[src/rtl/row_fb_dac_pkg.sv]
package row_fb_dac_pkg;

  // Strobes from the sequencing control to the output datapath.
  typedef struct packed {
    logic capture;  // row switch: latch the bank index of the new position
    logic fire;     // settling wait over: drive the word onto the DAC
  } dacStrobe_t;

endpackage

[src/rtl/row_fb_dac_ctrl.sv]
module row_fb_dac_ctrl
  import row_fb_dac_pkg::*;
#(
  parameter int ROWS  = 8,
  parameter int DLY_W = 8,
  localparam int IDX_W = $clog2(ROWS),
  localparam int CNT_W = $clog2(ROWS + 1)
) (
  input  logic             clk,
  input  logic             rstN,
  input  logic             rowSwitch,
  input  logic             frameStart,
  input  logic [DLY_W-1:0] delayCfg,
  input  logic [CNT_W-1:0] rowCount,
  output logic [IDX_W-1:0] launchPos,
  output dacStrobe_t       strobe,
  output logic             waitBusy
);

  logic [IDX_W-1:0] seqPtr;
  logic [DLY_W-1:0] waitCnt;
  logic             pending;
  logic [CNT_W-1:0] nxtCnt;
  logic             wrapNow;

  always_comb begin
    launchPos      = frameStart ? '0 : seqPtr;
    nxtCnt         = CNT_W'(launchPos) + CNT_W'(1);
    wrapNow        = (nxtCnt >= rowCount) || (nxtCnt == CNT_W'(ROWS));
    strobe.capture = rowSwitch;
    // a switch in the same cycle supersedes the pending update
    strobe.fire    = pending && (waitCnt == '0) && !rowSwitch;
  end

  always_ff @(posedge clk or negedge rstN) begin
    if (!rstN) begin
      seqPtr  <= '0;
      waitCnt <= '0;
      pending <= 1'b0;
    end else if (rowSwitch) begin
      pending <= 1'b1;
      waitCnt <= delayCfg;
      seqPtr  <= wrapNow ? '0 : nxtCnt[IDX_W-1:0];
    end else begin
      if (frameStart) seqPtr <= '0;
      if (pending) begin
        if (waitCnt == '0) pending <= 1'b0;
        else               waitCnt <= waitCnt - 1'b1;
      end
    end
  end

  assign waitBusy = pending;

endmodule

[src/rtl/row_fb_dac_path.sv]
module row_fb_dac_path
  import row_fb_dac_pkg::*;
#(
  parameter int ROWS   = 8,
  parameter int DATA_W = 14,
  localparam int IDX_W = $clog2(ROWS)
) (
  input  logic                   clk,
  input  logic                   rstN,
  input  dacStrobe_t             strobe,
  input  logic [IDX_W-1:0]       launchPos,
  input  logic                   bankSel,
  input  logic [ROWS*IDX_W-1:0]  orderTable,
  input  logic [ROWS*DATA_W-1:0] bank0Data,
  input  logic [ROWS*DATA_W-1:0] bank1Data,
  output logic [DATA_W-1:0]      dacData,
  output logic                   dacLatch
);

  logic [IDX_W-1:0]  orderArr [ROWS];
  logic [DATA_W-1:0] bank0Arr [ROWS];
  logic [DATA_W-1:0] bank1Arr [ROWS];
  logic [IDX_W-1:0]  activeIdx;

  for (genvar g = 0; g < ROWS; g++) begin : g_unpack
    assign orderArr[g] = orderTable[g*IDX_W +: IDX_W];
    assign bank0Arr[g] = bank0Data[g*DATA_W +: DATA_W];
    assign bank1Arr[g] = bank1Data[g*DATA_W +: DATA_W];
  end

  always_ff @(posedge clk or negedge rstN) begin
    if (!rstN) begin
      activeIdx <= '0;
      dacData   <= '0;
      dacLatch  <= 1'b0;
    end else begin
      if (strobe.capture) activeIdx <= orderArr[launchPos];
      dacLatch <= strobe.fire;
      if (strobe.fire) dacData <= bankSel ? bank1Arr[activeIdx] : bank0Arr[activeIdx];
    end
  end

endmodule

[src/rtl/row_fb_dac.sv]
module row_fb_dac
  import row_fb_dac_pkg::*;
#(
  parameter int ROWS   = 8,
  parameter int DATA_W = 14,
  parameter int DLY_W  = 8,
  localparam int IDX_W = $clog2(ROWS),
  localparam int CNT_W = $clog2(ROWS + 1)
) (
  input  logic                   clk,
  input  logic                   rstN,
  input  logic                   rowSwitch,
  input  logic                   frameStart,
  input  logic                   bankSel,
  input  logic [DLY_W-1:0]       delayCfg,
  input  logic [CNT_W-1:0]       rowCount,
  input  logic [ROWS*IDX_W-1:0]  orderTable,
  input  logic [ROWS*DATA_W-1:0] bank0Data,
  input  logic [ROWS*DATA_W-1:0] bank1Data,
  output logic [DATA_W-1:0]      dacData,
  output logic                   dacLatch
);

  dacStrobe_t       strobe;
  logic [IDX_W-1:0] launchPos;
  logic             waitBusy;

  row_fb_dac_ctrl #(.ROWS(ROWS), .DLY_W(DLY_W)) u_ctrl (
    .clk(clk), .rstN(rstN), .rowSwitch(rowSwitch), .frameStart(frameStart),
    .delayCfg(delayCfg), .rowCount(rowCount), .launchPos(launchPos),
    .strobe(strobe), .waitBusy(waitBusy)
  );

  row_fb_dac_path #(.ROWS(ROWS), .DATA_W(DATA_W)) u_path (
    .clk(clk), .rstN(rstN), .strobe(strobe), .launchPos(launchPos),
    .bankSel(bankSel), .orderTable(orderTable), .bank0Data(bank0Data),
    .bank1Data(bank1Data), .dacData(dacData), .dacLatch(dacLatch)
  );

endmodule

[config.mk]
export PLATFORM = sky130hd
export DESIGN_NAME = row_fb_dac
export DESIGN_NICKNAME = d
export VERILOG_FILES = /design/src/rtl/row_fb_dac_pkg.sv /design/src/rtl/row_fb_dac_ctrl.sv /design/src/rtl/row_fb_dac_path.sv /design/src/rtl/row_fb_dac.sv
export SDC_FILE = /design/constraint.sdc
export NUM_CORES = 1
export LEC_CHECK = 0
export ABC_AREA = 1
export BUFFER_PORTS_ARGS = -buffer_cell sky130_fd_sc_hd__buf_2
export CORE_AREA = 2 2 109 111
export CTS_BUF_LIST = sky130_fd_sc_hd__clkbuf_4 sky130_fd_sc_hd__clkbuf_8
export CTS_CLUSTER_DIAMETER = 120
export DETAILED_ROUTE_END_ITERATION = 6
export DIE_AREA = 0 0 111 113
export PLACE_DENSITY_LB_ADDON = 0.3
export SYNTH_ARGS = -nofsm -noshare
export SYNTH_HDL_FRONTEND = slang
export SYNTH_SLANG_ARGS = --single-unit
[constraint.sdc]
create_clock -name clk -period 3.5 [get_ports clk]
set_clock_uncertainty 0.1 [all_clocks]
set_input_delay 0.35 -clock clk [delete_from_list [all_inputs] [get_ports clk]]
set_output_delay 0.35 -clock clk [all_outputs]
set_load 0.03 [all_outputs]
==> summary.txt <==
Outcome
  – Result of the run: finished, violations left
  – Violations in the final reports: negative hold slack

Route
  – WL/cell: 13.2 um
  – Avg Vias per Cell: 4.76
  – Initial DRT Pass Iterations: 5
  – Total wire length after detailed routing: 17200 um
  – Number of nets still failing antenna checks after routing: 0
  – Count of unresolved DRC violations after routing: 0
  – Via total after detailed routing: 6226
  – First DRT Iteration DRCs: 473

Yosys
  – Sequential cell area fraction in the yosys report: 0.162
  – Top cells by area, synth: sky130_fd_sc_hd__nand2_1 (31%), sky130_fd_sc_hd__nand3_1 (20%), sky130_fd_sc_hd__dfrtp_1 (16%), sky130_fd_sc_hd__inv_1 (16%), sky130_fd_sc_hd__buf_6 (3.4%)
  – Distinct cell type count of the synthesized netlist: 24
  – Yosys top cell area share: 0.315
  – Yosys warning count: 0
  – Post-synthesis cell area: 4630 um^2
  – Library cell occupying the most area in the post-synthesis netlist: sky130_fd_sc_hd__nand2_1
  – Synthesized instance count: 924
  – Number of storage elements in the synthesis netlist: 30
  – Average size of a mapped cell: 5.01 um^2
  – Synthesized Nets: 1193

STA
  – Max frequency: 0.435 GHz
  – RSZ-0062 raised after global routing: false
  – Worst-case hold slack: -0.000353 ns
  – Number of pins with negative max-slew slack in the final report: 0
  – Final critical-path required period: 2.30 ns
  – Slack of the critical path: 1.20 ns
  – Count of final setup violators: 0
  – Relative max-transition margin: 0.242
  – Share of the clock period used by the worst path: 0.657
  – Slew at the pin with the worst max-slew slack: 1.14 ns
  – Final total negative setup slack: 0 ns
  – Final hold violation count: 1

Floorplanning
  – Ports placed on the boundary: 280
  – Width of the die: 111 um
  – Core Rows: 39
  – Placeable core region: 11300 um^2
  – Chip height: 113 um
  – Die area: 12500 um^2
  – Starting Density: 0.411

GRT
  – Global-route wire length before repair: 27600 um
  – Antenna violations before repair: 1
  – Number of global-route vias before repair: 5812
  – Overall global routing resource usage: 0.269
  – Largest net degree at the start of global routing: 114
  – GR Overflow Total: 0

Layout
  – Nets@finish: 1432
  – Post-layout instance area: 6020 um^2
  – Most common cell after layout, fill and taps aside: sky130_fd_sc_hd__nand2_1
  – Fraction of layout cells with a size suffix above 1: 0.271
  – Area growth, synth to finish: 30.0%
  – Most used cells in the layout excluding fill and tap cells: sky130_fd_sc_hd__nand2_1 (388), sky130_fd_sc_hd__buf_2 (279), sky130_fd_sc_hd__inv_1 (193)

Place
  – Count of input and output buffers: 279
  – Weighted congestion reported at the end of routability-driven placement: 0.882
  – Post-DP HPWL: 13400 um
  – Worst-case setup slack after placement: 1.27 ns
  – Area of placed instances: 5930 um^2

Power and ir drop
  – Peak VDD IR: 0.158 mV
  – LEAKAGE: 0.00416 uW
  – PwrDens: 305 nW/um^2

Setup path
  – Crit-path max FO: 113
  – Startpoint types: register
  – Data required time of the worst path: 3.62 ns
  – Worst Setup Path Type: register to register
  – CP Data Arrival Time: 2.43 ns
  – Critical Path End Type: register

Run
  – MaxCap Viol Count: 0

Clock tree
  – Number of buffers between clock root and the deepest sink: 2
  – TritonCTS clock tree: yes
  – Latest clock arrival within the worst-skew pair: 0.29 ns
  – Post-CTS Setup Repair Bufs: 0
  – Total clock buffers created by CTS: 5
  – CTS clock-pin slew for the worst setup and hold paths: 0.07 ns
  – CTS root buf: sky130_fd_sc_hd__clkbuf_8
  – Number of levels in the clock H-tree: 2
  – Total clock sinks: 30
  – Number of resized instances in the post-cts repair step: 0
  – Hold buffers post-CTS: 0

Hold path
  – HP Class: input port to asynchronous set/reset pin
==> final cells by class <==
type	instances	area [um^2]
Timing Repair Buffer	285	1450
Tap cell	143	179
Multi-Input combinational cell	639	2780
Fill cell	1262	5250
Inverter	202	759
Sequential cell	30	756
Clock buffer	8	91.3
Antenna cell	1	2.50
==> synth_stat cells <==
cell type / count
sky130_fd_sc_hd__nand2_2: 1
sky130_fd_sc_hd__nor3_2: 2
sky130_fd_sc_hd__o22ai_1: 2
sky130_fd_sc_hd__dfrtp_1: 30
sky130_fd_sc_hd__buf_2: 27
sky130_fd_sc_hd__nor2_2: 2
sky130_fd_sc_hd__nand3_1: 182
sky130_fd_sc_hd__nand2_1: 388
sky130_fd_sc_hd__xor2_1: 1
sky130_fd_sc_hd__ha_1: 4
sky130_fd_sc_hd__buf_4: 1
sky130_fd_sc_hd__buf_6: 14
sky130_fd_sc_hd__nor2_1: 26
sky130_fd_sc_hd__a21oi_1: 2
sky130_fd_sc_hd__buf_1: 4
sky130_fd_sc_hd__o211ai_1: 9
sky130_fd_sc_hd__o21ai_2: 4
sky130_fd_sc_hd__o21ai_0: 12
sky130_fd_sc_hd__clkbuf_1: 7
sky130_fd_sc_hd__inv_2: 8
sky130_fd_sc_hd__nand4_2: 1
sky130_fd_sc_hd__o21ai_1: 2
sky130_fd_sc_hd__nand3_2: 1
sky130_fd_sc_hd__inv_1: 194
==> metal layers <==
layer  vias to the layer above  track usage  wire length, um
met5                         -            0                0
met1                      2711        0.351             7310
met4                         0       0.0917              510
li1                       3234            -                -
met2                       245        0.458             8150
met3                        36       0.0407             1250
==> report_power, final <==
| part | switching, uW | internal (uW) |
|---|---|---|
| logic | 706 | 400 |
| registers | 41.5 | 396 |
| clock network | 130 | 164 |
==> sequential cells by signal, indices dropped and copies added, names as in the netlist <==
register / flops
u_path.dacData: 14
u_ctrl.waitCnt: 8
u_ctrl.seqPtr: 3
u_path.activeIdx: 3
u_ctrl.waitBusy: 1
u_path.dacLatch: 1
==> cells by family after synthesis <==
| family | count (synthesis) | synth area share |
|---|---|---|
| fa+ha+maj | 4 | 0.0108 |
| simple gates | 603 | 0.546 |
| buf+inv | 255 | 0.238 |
| compound gates | 31 | 0.0421 |
| flops | 30 | 0.162 |
| xor+xnor | 1 | 0.00189 |
==> stage by stage <==
stage | util | hold slack, ns | power, uW | std cells
after detailed placement | 0.526 | 0.333 | 1550 | 1299
after CTS | 0.534 | 0.0215 | 1850 | 1307
after floorplan | - | -0.0456 | 1220 | 924
after global placement | 0.526 | 0.333 | 1540 | 1299
final | 0.534 | -0.000353 | 1840 | 1308
after global routing | 0.534 | 0.0543 | 2020 | 1308
==> worst max-delay path: stages, from the launching register on <==
cell                      delay, ns
sky130_fd_sc_hd__dfrtp_4       0.41
sky130_fd_sc_hd__buf_4         0.81
sky130_fd_sc_hd__nand2_1       0.12
sky130_fd_sc_hd__nand2_1       0.13
sky130_fd_sc_hd__nand2_1       0.05
sky130_fd_sc_hd__nand3_1       0.16
sky130_fd_sc_hd__nand3_1       0.17
sky130_fd_sc_hd__nand2_1       0.11
sky130_fd_sc_hd__nand2_1       0.05
sky130_fd_sc_hd__nand2_1       0.06
==> final timing paths <==
| kind | startpoint | endpoint | slack, ns | cells after the start |
|---|---|---|---|---|
| setup / recovery | u_path.activeIdx[0] | u_path.dacData[5] | 1.20 | 9 |
| setup reg to reg | u_path.activeIdx[0] | u_path.dacData[5] | 1.20 | 9 |
| max in group asynchronous | rstN | u_path.activeIdx[0] | 2.80 | 1 |
| min in group clk | delayCfg[4] | u_ctrl.waitCnt[4] | 0.26 | 5 |
| hold reg to reg | u_path.dacData[2] | u_path.dacData[2] | 0.39 | 2 |
| hold / removal | rstN | u_ctrl.waitCnt[6] | -0.0004 | 1 |
Note: power is estimated with default switching activity, not from simulation.
